<file path="config.mk">
export PLATFORM = sky130hd
export DESIGN_NAME = bus_wait_ctrl
export DESIGN_NICKNAME = d
export VERILOG_FILES = /design/src/rtl/bus_wait_ctrl.sv
export SDC_FILE = /design/constraint.sdc
export NUM_CORES = 1
export LEC_CHECK = 0
export BUFFER_PORTS_ARGS = -buffer_cell sky130_fd_sc_hd__buf_4
export CAP_MARGIN = 10
export CORE_UTILIZATION = 38
export DETAILED_ROUTE_END_ITERATION = 6
export GPL_ROUTABILITY_DRIVEN = 0
export GPL_TIMING_DRIVEN = 0
export HOLD_SLACK_MARGIN = 0.15
export PLACE_DENSITY_LB_ADDON = 0.3
export SYNTH_ARGS = -nofsm -noshare
export SYNTH_HDL_FRONTEND = slang
export SYNTH_SLANG_ARGS = --single-unit
</file>
<file path="constraint.sdc">
create_clock -name clk -period 2.4 [get_ports clk]
set_clock_uncertainty 0.2 [all_clocks]
set_input_delay 0.24 -clock clk [delete_from_list [all_inputs] [get_ports clk]]
set_output_delay 0.24 -clock clk [all_outputs]
set_load 0.01 [all_outputs]
</file>
<file path="src/rtl/bus_wait_ctrl.sv">
module bus_wait_ctrl #(
  parameter int ADDR_W = 24,
  parameter int CNT_W  = 3
) (
  input  logic              clk,
  input  logic              rst_n,
  input  logic              start,
  input  logic [ADDR_W-1:0] addr,
  input  logic              wr,
  input  logic [7:0]        wait_en,
  input  logic              area1_wr_wait,
  input  logic [1:0]        long_wait,
  input  logic              rom_on,
  input  logic              periph_on,
  input  logic              ram_on,
  input  logic              dram_on,
  input  logic              mio_on,
  input  logic              ext_wait,
  output logic              busy,
  output logic              ready,
  output logic              cfg_err
);

  logic [2:0]       area;
  logic             accept;
  logic [CNT_W-1:0] lw_len;
  logic [CNT_W-1:0] base_c;
  logic             hon_c, err_c;
  logic             is_long, is_plain;

  logic [CNT_W-1:0] cnt_q;
  logic             busy_q, hon_q, err_q;

  assign area   = addr[ADDR_W-1 -: 3];
  assign accept = start && (!busy_q || ready);
  assign lw_len = CNT_W'(long_wait) + CNT_W'(1);

  always_comb begin
    is_long  = 1'b0;
    is_plain = 1'b0;
    base_c   = CNT_W'(1);
    hon_c    = 1'b0;
    err_c    = 1'b0;
    case (area)
      3'd0: if (!rom_on)    is_long  = 1'b1;
      3'd1: if (dram_on) begin
              base_c = wait_en[1] ? CNT_W'(2) : CNT_W'(1);
              hon_c  = wait_en[1];
            end else        is_plain = 1'b1;
      3'd2:                 is_long  = 1'b1;
      3'd5: if (periph_on)  base_c   = CNT_W'(3);
            else            is_plain = 1'b1;
      3'd6: if (mio_on) begin
              base_c = CNT_W'(4);
              hon_c  = 1'b1;
            end else        is_long  = 1'b1;
      3'd7: if (!ram_on)    is_plain = 1'b1;
      default:              is_plain = 1'b1;
    endcase
    if (is_long) begin
      base_c = CNT_W'(1) + lw_len;
      hon_c  = wr || wait_en[area];
    end
    if (is_plain) begin
      if (wr && area == 3'd1) begin
        base_c = CNT_W'(2);
        hon_c  = 1'b1;
        err_c  = !area1_wr_wait;
      end else begin
        base_c = wait_en[area] ? CNT_W'(2) : CNT_W'(1);
        hon_c  = wait_en[area];
      end
    end
  end

  always_ff @(posedge clk or negedge rst_n) begin
    if (!rst_n) begin
      busy_q <= 1'b0;
      cnt_q  <= '0;
      hon_q  <= 1'b0;
      err_q  <= 1'b0;
    end else begin
      err_q <= accept && err_c;
      if (accept) begin
        busy_q <= 1'b1;
        cnt_q  <= base_c - CNT_W'(1);
        hon_q  <= hon_c;
      end else if (busy_q) begin
        if (cnt_q == '0)
          busy_q <= 1'b0;
        else if (!(cnt_q == CNT_W'(1) && hon_q && ext_wait))
          cnt_q <= cnt_q - CNT_W'(1);
      end
    end
  end

  assign busy    = busy_q;
  assign ready   = busy_q && (cnt_q == '0);
  assign cfg_err = err_q;

  p_hold_busy_r10: assert property (@(posedge clk) disable iff (!rst_n)
    busy && !ready |=> busy);

  p_wait_insert_r10: assert property (@(posedge clk) disable iff (!rst_n)
    busy && cnt_q == CNT_W'(1) && hon_q && ext_wait |=> busy && !ready);

  p_wait_ignored_r10: assert property (@(posedge clk) disable iff (!rst_n)
    busy && cnt_q == CNT_W'(1) && !hon_q |=> ready);

  p_onchip_one_r2: assert property (@(posedge clk) disable iff (!rst_n)
    accept && ((area == 3'd0 && rom_on) || (area == 3'd7 && ram_on)) |=> ready);

  p_periph_three_r3: assert property (@(posedge clk) disable iff (!rst_n)
    accept && area == 3'd5 && periph_on |=> !ready ##1 !ready ##1 ready);

  p_err_first_r9: assert property (@(posedge clk) disable iff (!rst_n)
    cfg_err |-> busy && $past(accept));

endmodule

</file>
## Word level (Yosys, flattened, before mapping)

Index checks and enable logic that the tools add are counted.

| word-level totals | value |
|---|---|
| register bits after elaboration | 6 |
| logic and storage cells | 65 |
| output and inout port bits | 3 |

| cells by class | value |
|---|---|
| reduce and logical (&&, ||, !) cells | 15 |
| order comparisons | 1 |
| equal/unequal tests | 8 |
| multiplexer cells | 33 |
| $add $sub $neg | 4 |

Operators by type and width:

| operator | count |
|---|---|
| 3-bit 2-to-1 mux | 7 |
| 1-bit 2-to-1 mux | 16 |
| 2-bit 2-to-1 mux | 5 |
| 3-bit == test (second input constant) | 3 |
| 3-bit one-hot mux with 3 select lines | 1 |
| 3-bit by 1-bit == test with 1-bit output (second input constant) | 2 |
| 1-bit logical AND | 6 |
| 3-bit zero test | 2 |
| 3-bit by 1-bit subtractor with 3-bit output (second input constant) | 2 |
| 3-bit by 4-bit less-than comparator with 1-bit output (second input constant) | 1 |
| 2-bit != test (second input constant) | 2 |
| 1-bit one-hot mux with 4 select lines | 1 |
| 1-bit by 3-bit adder with 3-bit output (first input constant) | 1 |
| 2-bit by 1-bit adder with 3-bit output (second input constant) | 1 |
| 1-bit binary-select mux with 3-bit select | 1 |
| 3-bit by 2-bit == test with 1-bit output (second input constant) | 1 |
| 1-bit one-hot mux with 3 select lines | 1 |
| 3-bit AND reduction | 1 |
| 3-bit OR reduction | 1 |
| 1-bit zero test | 2 |
| 1-bit logical OR | 2 |
| 1-bit one-hot mux with 2 select lines | 1 |
| 2-bit nonzero test | 1 |

## Longest topological paths before layout

Gate-level depths: netlist of the first run.

| depth | value |
|---|---|
| depth in word-level cells | 7 |
| depth in mapped cells | 9 |

## Worst setup path before layout of the first run

OpenSTA, ideal clock, no wires.

| timing | value |
|---|---|
| path type | input to register |
| from | input addr[21] |
| to | register cnt_q[1] |
| buffers on the path | 0 |
| path slack | 0.231 ns |
| arrival time | 1.879 ns |
| setup time | 0.090 ns |
| stages | 7 |
| cell sequence | mux2_2 -> mux4_2 -> a311oi_2 -> o21bai_1 -> inv_1 -> ha_1 -> o221ai_1 |

| between the ends | value |
|---|---|
| longest elaborated chain between the ends | 7 |
| elaborated cells on any way between the ends | 19 |
| classes of those cells | add/sub (1); eq/ne (5); mux (10); reduce/logical (3) |

Ends and longest elaborated chain:

| what | RTL line | source |
|---|---|---|
| start, declared | 8 | `input logic [ADDR_W-1:0] addr,` |
| 1-bit binary-select mux with 3-bit select | 70 | `base_c = wait_en[area] ? CNT_W'(2) : CNT_W'(1);` |
| 1-bit 2-to-1 mux (implied by the code) | 70 |  |
| 2-bit 2-to-1 mux | 70 |  |
| 2-bit 2-to-1 mux | 65 | `if (wr && area == 3'd1) begin` |
| 3-bit 2-to-1 mux (*) | 64 | `if (is_plain) begin` |
| 3-bit by 1-bit subtractor with 3-bit output (*) | 86 | `cnt_q <= base_c - CNT_W'(1);` |
| 3-bit 2-to-1 mux (*) | 84 | `if (accept) begin` |
| end signal, assigned | 86 |  |
| end signal, assigned | 92 | `cnt_q <= cnt_q - CNT_W'(1);` |
| end, declared | 31 | `logic [CNT_W-1:0] cnt_q;` |

Mark *: on every way between the ends. The rest lies on a longest branch, timed or not. The select of a mux whose other input is x is not followed.
A chain may end at the register's enable or synchronous reset.

## Final worst setup path of the first run

Ends and elaborated chain as after synthesis.

==> reports/qor.csv, run 1 <==
stage,metric,value,unit
detailed_routing,route.detailed.drc,0,
floorplan,core_area,1510,sq um
critical_path,worstSetupStartpointType,primary input,
logic_synthesis,yosysWarnings,0,
logic_synthesis,yosysMostFrequentCell,nand2_1,
logic_synthesis,syn-instance-count,72,
global_route,grt_overflow_total,0,
floorplan,die_h,42,um
detailed_routing,routed_wl,1.50,mm
timing,worstMarginPinSlew,0.432,ns
detailed_routing,via_count,650,
clocking,cts_hold_buf,4,
critical_path,required,2.36,ns
floorplan,die_x,42,um
logic_synthesis,synthTopCellsByCount,"8 x nand2_1, 6 x dfrtp_1, 5 x inv_1, 5 x nor2_1",
timing,fmax,0.449,GHz
flow_run,maxCapViolCount,0,
clocking,postCtsSetupBuffers,0,
clocking,cts_buffers,3,
timing,maxSlewViolCount,0,
logic_synthesis,synth-async-reset-ratio,1.00,
critical_path,endpoint_kind,register,
logic_synthesis,synth_edf_count,0,
cells_and_area,drive_gt1_frac,0.324,
cells_and_area,syn2layout_area_growth,45.7,%
worst_hold_path,holdPathStages,3,
logic_synthesis,synth.area.top_cells,"dfrtp_1 25%, ha_1 8.2%, mux2_2 5.6%",
clocking,cts_resized,0,
clocking,clockRootBuffer,clkbuf_4,
power,p_leak,0.423,nW
detailed_routing,dr.pass1.iters,4,
timing,rsz0062_at_grt,false,
global_route,grt_pass1_wl,2.56,mm
clocking,clkTransAtPathRegs,0.04,ns
logic_synthesis,ys_ff_latch,6,
place,dp.cells,114,
detailed_routing,wl_per_cell,12.4,um
detailed_routing,vias_per_cell,5.37,
logic_synthesis,yosysTopAreaCell,dfrtp_1,
clocking,cts_max_level,1,
logic_synthesis,synth_area_per_cell,8.45,sq um
clocking,cts_tree,yes,
detailed_routing,drtAntennaViolNets,0,
critical_path,criticalPathCategory,primary input to register,
logic_synthesis,synth_area,608,sq um
logic_synthesis,ys_seq_area_frac,0.247,
power,powerDensity,675,nW/um^2
critical_path,path_max_fanout,5,
global_route,grt_max_degree,11,
floorplan,std_cell_rows,14,
place,port_buffers,26,
clocking,insertion_delay,0.24,ns
global_route,grt_pass1_vias,631,
timing,hold_violations,0,
clocking,numClockSinks,6,
detailed_routing,first_iter_violations,9,
critical_path,arrival,2.18,ns
logic_synthesis,synth.top_cell.area_share,0.247,
cells_and_area,fillers,155,
timing,slew_headroom,0.711,
worst_hold_path,worstHoldPathType,primary input to register,
logic_synthesis,synthFlopType,dfrtp_1,
cells_and_area,instances_no_fill,121,
power,irDropWorstVdd,213,uV
cells_and_area,fin_nets,156,
timing,min_period_over_period,0.928,
timing,finalCriticalPeriod,2.23,ns
status,status,finished clean,
logic_synthesis,synth_cell_type_count,34,
clocking,clockBufferDepth,2,
timing,setup_viol,0,
place,hpwl,1.23,mm
floorplan,pin_count,48,
cells_and_area,antenna_cells,0,
global_route,grt.total_usage,0.190,
global_route,antenna_found_initial,0,
power,total_power,0.000598,W
floorplan,start_util,0.404,
floorplan,die-area,1760,sq um
critical_path,ff2ff_path_depth,8,
logic_synthesis,syn_nets,121,
logic make-up after synthesis:
group	share of synthesized area
AO/OA/AOI/OAI	0.200
XOR/XNOR	0.0144
adder cells (fa/ha/maj)	0.0823
buffers and inverters	0.0432
flip-flops	0.247
multiplexers	0.128
AND/OR/NAND/NOR	0.286
final timing paths:
check / start / end / slack (ns)
min in group asynchronous: rst_n / hon_q / 0.74
min: wr / hon_q / 0.19
max reg2reg: cnt_q[0] / cnt_q[0] / 0.47
min reg2reg: cnt_q[1] / cnt_q[1] / 0.29
max: addr[21] / cnt_q[1] / 0.17
max in group asynchronous: rst_n / busy / 1.05
layout make-up:
cell class,instances,area [sq um],area share
repair buffers,30,235,0.266
plain buffers,2,7.51,0.00847
well taps,16,20.0,0.0226
multi-input cells,59,432,0.487
clock buffers,3,22.5,0.0254
flip-flops and latches,6,150,0.169
inverters,5,18.8,0.0212
sequential cells by signal, indices dropped and copies added (netlist names):
register / cells
cfg_err: 1
hon_q: 1
cnt_q: 3
busy: 1
power by group:
part	internal, W	switching (W)	total, W
clock	0.0000564	0.0000345	0.0000910
combinational	0.000169	0.000166	0.000335
sequential	0.000144	0.0000274	0.000172
total	0.000370	0.000228	0.000598
layout by cell type (no fill, tap or decap), types with 3 or more instances in the layout:
| cell type | netlist | routed |
|---|---|---|
| ha_1 | 4 | 4 |
| nand2_1 | 8 | 8 |
| nand2b_1 | 4 | 4 |
| nand3b_1 | 3 | 3 |
| o21ai_0 | 4 | 4 |
| clkbuf_4 | 0 | 3 |
| inv_1 | 5 | 5 |
| dfrtp_1 | 6 | 6 |
| buf_4 | 0 | 26 |
| nor2_1 | 5 | 5 |
| dlygate4sd3_1 | 0 | 4 |
| mux2_2 | 3 | 3 |
worst max-delay path, stage by stage:
cell and delay [ns]:
buf_4 0.13, mux2_1 0.32, mux4_2 0.50, a311oi_2 0.28, o21bai_1 0.19, inv_1 0.06
ha_1 0.28, o221ai_1 0.18
layer usage:
layer / wire length, um / up-vias / global-route usage
li1: - / 335 / -
met1: 657 / 295 / 0.233
met2: 798 / 20 / 0.309
met3: 49 / 0 / 0.0129
met4: 0 / 0 / 0.142
met5: 0 / - / 0
metrics by stage:
| stage | setup slack, ns | util | setup TNS [ns] | instance area, sq um | hold WS [ns] |
|---|---|---|---|---|---|
| 2_1_floorplan | 0.231 | - | 0 | 608 | -0.256 |
| 3_3_place_gp | -0.0137 | 0.547 | -0.0137 | 823 | -0.151 |
| 3_5_place_dp | -0.0719 | 0.547 | -0.131 | 823 | -0.148 |
| 4_1_cts | 0.167 | 0.588 | 0 | 886 | 0.177 |
| 5_1_grt | 0.0624 | 0.588 | 0 | 886 | 0.220 |
| 6_report | 0.174 | 0.588 | 0 | 886 | 0.192 |
(Power assumes the default switching activity.)
==> run 2: changes to the inputs <==
ABC_AREA = 1   (was unset)
CORE_UTILIZATION = 39   (was 38)
RECOVER_POWER = 100   (was unset)
SLEW_MARGIN = 20   (was unset)
==> run 2 against run 1 <==
Against the previous run: sequential cell count is the same; register-to-register slack lost 0.18 ns; clock-buffer cell count is the same; power shrank 0.74%; combinational power is essentially flat; worst hold slack lost 0.023 ns; final cell count grew 28%; final area grew 0.99%; wire length shrank 5.9%; die area grew 3.3%; setup slack gained 0.12 ns; sequential share of layout area shrank 0.17 points; critical endpoint is now cnt_q[2]; largest cell class unchanged; highest routed layer unchanged.
==> reports/qor.csv, run 2 <==
stage,metric,value,unit,change
clocking,clkTransAtPathRegs,0.05,ns,was 0.04 ns
place,port_buffers,25,,was 26
detailed_routing,route.detailed.drc,0,,unchanged
cells_and_area,drive_gt1_frac,0.266,,was 0.324
place,dp.cells,149,,was 114
place,hpwl,1.20,mm,was 1.23 mm
logic_synthesis,synthTopCellsByCount,"44 x nand2_1, 13 x inv_1, 9 x nand3_1, 7 x nor2_1, 6 x dfrtp_1",,"was 8 x nand2_1, 6 x dfrtp_1, 5 x inv_1, 5 x nor2_1"
logic_synthesis,yosysMostFrequentCell,nand2_1,,unchanged
worst_hold_path,worstHoldPathType,primary input to register,,unchanged
logic_synthesis,synth-async-reset-ratio,1.00,,unchanged
detailed_routing,wl_per_cell,9.14,um,was 12.4 um
floorplan,die_x,42.7,um,was 42 um
critical_path,regToRegStartpoint,cnt_q[0],,unchanged
clocking,insertion_delay,0.24,ns,about the same
floorplan,start_util,0.424,,was 0.404
detailed_routing,drtAntennaViolNets,0,,unchanged
critical_path,regToRegSetupSlack,0.29,ns,was 0.47 ns
cells_and_area,final_cell_mix,"44 x nand2_1, 22 x buf_4, 13 x inv_1, 9 x nand3_1, 7 x nor2_1",,"was 26 x buf_4, 8 x nand2_1, 6 x dfrtp_1, 5 x inv_1, 5 x nor2_1"
timing,setup_ws,0.295,ns,was 0.174 ns
floorplan,die-area,1820,sq um,was 1760 sq um
logic_synthesis,synth_area,646,sq um,was 608 sq um
power,powerDensity,663,nW/um^2,was 675 nW/um^2
timing,finalCriticalPeriod,2.11,ns,was 2.23 ns
clocking,cts_resized,0,,unchanged
global_route,grt_max_degree,10,,was 11
logic_synthesis,synthFlopType,dfrtp_1,,unchanged
critical_path,ff2ff_path_depth,13,,was 8
worst_hold_path,hold_path_startpoint,ext_wait,,was wr
critical_path,arrival,2.03,ns,was 2.18 ns
cells_and_area,syn2layout_area_growth,38.6,%,was 45.7%
global_route,grt_overflow_total,0,,unchanged
detailed_routing,routed_wl,1.42,mm,was 1.50 mm
worst_hold_path,hold_end,cnt_q[0],,was hon_q
critical_path,required,2.33,ns,was 2.36 ns
global_route,met1_usage,0.235,,was 0.233
clocking,cts_tree,yes,,unchanged
detailed_routing,dr.pass1.iters,2,,was 4
logic_synthesis,syn-instance-count,108,,was 72
global_route,grt.total_usage,0.185,,was 0.190
timing,slew_headroom,0.809,,was 0.711
cells_and_area,layout_commonest_cell,nand2_1,,was buf_4
timing,rsz0062_at_grt,false,,unchanged
timing,hold_violations,0,,unchanged
timing,fmax,0.475,GHz,was 0.449 GHz
global_route,grt_pass1_vias,710,,was 631
worst_hold_path,holdPathStages,4,,was 3
critical_path,r2r-end,cnt_q[2],,was cnt_q[0]
cells_and_area,instances_no_fill,155,,was 121
floorplan,pin_count,48,,unchanged
cells_and_area,fin_nets,190,,was 156
logic_synthesis,synth.top_cell.area_share,0.256,,was 0.247
timing,worstMarginPinSlew,0.285,ns,was 0.432 ns
global_route,grt_pass1_wl,2.72,mm,was 2.56 mm
cells_and_area,fillers,158,,was 155
critical_path,criticalPathCategory,register to register,,was primary input to register
floorplan,die_h,42.7,um,was 42 um
timing,min_period_over_period,0.877,,was 0.928
flow_run,maxCapViolCount,0,,unchanged
status,status,finished clean,,unchanged
clocking,numClockSinks,6,,unchanged
detailed_routing,first_iter_violations,15,,was 9
logic_synthesis,ys_ff_latch,6,,unchanged
clocking,cts_max_level,1,,unchanged
global_route,top_usage_layer,met2,,unchanged
critical_path,path_max_fanout,7,,was 5
global_route,groute.layer.met3.usage,0.0170,,was 0.0129
logic_synthesis,yosysWarnings,0,,unchanged
timing,setup_viol,0,,unchanged
timing,fin_tns_setup,0,ns,unchanged
clocking,cts_buffers,3,,unchanged
floorplan,std_cell_rows,14,,unchanged
logic_synthesis,ys_seq_area_frac,0.233,,was 0.247
timing,hold_ws,0.170,ns,was 0.192 ns
power,p_leak,0.521,nW,was 0.423 nW
clocking,postCtsSetupBuffers,0,,unchanged
cells_and_area,largest_register,cnt_q,,unchanged
timing,maxSlewViolCount,0,,unchanged
power,irDropWorstVdd,209,uV,was 213 uV
detailed_routing,vias_per_cell,4.79,,was 5.37
logic_synthesis,synth_cell_type_count,20,,was 34
critical_path,worstSetupStartpointType,register,,was primary input
clocking,clockRootBuffer,clkbuf_4,,unchanged
global_route,antenna_found_initial,0,,unchanged
detailed_routing,via_count,742,,was 650
logic_synthesis,yosysTopAreaCell,nand2_1,,was dfrtp_1
floorplan,core_area,1520,sq um,was 1510 sq um
clocking,clockBufferDepth,2,,unchanged
logic_synthesis,synth.area.top_cells,"nand2_1 26%, dfrtp_1 23%, ha_1 7.8%",,"was dfrtp_1 25%, ha_1 8.2%, mux2_2 5.6%"
place,dp_slack,0.271,ns,was -0.0719 ns
cells_and_area,antenna_cells,0,,unchanged
cells_and_area,largest_reg_flops,3,,unchanged
global_route,met2_usage,0.318,,was 0.309
logic_synthesis,synth_area_per_cell,5.98,sq um,was 8.45 sq um
logic_synthesis,syn_nets,157,,was 121
critical_path,endpoint_kind,register,,unchanged
logic_synthesis,synth_edf_count,0,,unchanged
run 2: changes by cell type in the layout (fill, tap and decap cells not counted), moves of 4 or more:
cell and delta:
nand2_1 +36, inv_1 +8, nand3_1 +8, buf_4 -4, nand2b_1 -4
run 2: layer usage:
metal / routed length (um) / share of wire / up-vias
met3: 40 / 0.028 / 0
met4: 0 / 0 / 0
met1: 676 / 0.48 / 321
met5: 0 / 0 / -
met2: 699 / 0.49 / 14
li1: - / - / 407
run 2: layout make-up:
class	count	area (sq um)	area share
plain buffers	1	7.51	0.00839
clock buffers	3	22.5	0.0252
inverters	16	60.1	0.0671
multi-input cells	85	428	0.478
flip-flops and latches	6	150	0.168
well taps	16	20.0	0.0224
repair buffers	28	206	0.231
run 2: worst max path at each step:
stage | to | cells after the start | start | slack, ns
after floorplan | cnt_q[2] | 13 | cnt_q[0] | 0.53
after global placement | cnt_q[2] | 13 | cnt_q[0] | 0.35
after detailed placement | cnt_q[2] | 13 | cnt_q[0] | 0.27
after CTS | cnt_q[2] | 13 | cnt_q[0] | 0.27
after global routing | cnt_q[2] | 13 | cnt_q[0] | 0.06
final | cnt_q[2] | 13 | cnt_q[0] | 0.29
run 2: report_power, final:
group	internal, W	total [W]	switching (W)	leakage (nW)
clock network	0.0000565	0.0000911	0.0000346	0.0138
registers	0.000146	0.000167	0.0000212	0.0722
logic	0.000141	0.000335	0.000194	0.435
run 2: timing repair:
action / 4_1_cts / 5_1_grt
hold buffers: 3 / 0
setup endpoints to repair: 0 / 0
endpoints found under the hold margin: 7 / 0
run 2: kinds of logic after synthesis:
group | Yosys count | share of synthesized area
AO/OA/AOI/OAI | 10 | 0.0930
AND/OR/NAND/NOR | 70 | 0.477
flip-flops | 6 | 0.233
multiplexers | 1 | 0.0155
adder cells (fa/ha/maj) | 4 | 0.0775
buffers and inverters | 17 | 0.105
run 2: metrics by stage:
| stage | power [W] | cell area, sq um | util |
|---|---|---|---|
| floorplan | 0.000410 | 646 | - |
| global placement | 0.000503 | 853 | 0.560 |
| detailed placement | 0.000513 | 853 | 0.560 |
| CTS | 0.000611 | 906 | 0.594 |
| global route | 0.000662 | 895 | 0.587 |
| finish | 0.000593 | 895 | 0.587 |
run 2: critical path: stages (launching register included):
cell and delay [ns]:
dfrtp_1 0.37, inv_1 0.07, ha_1 0.20, ha_1 0.20
inv_1 0.05, nand2_1 0.06, nand2_1 0.21, nand2_1 0.13
nor2_1 0.11, nand2_1 0.07, nand2_1 0.14, a21oi_1 0.06
o21ai_0 0.08, nand2_1 0.06
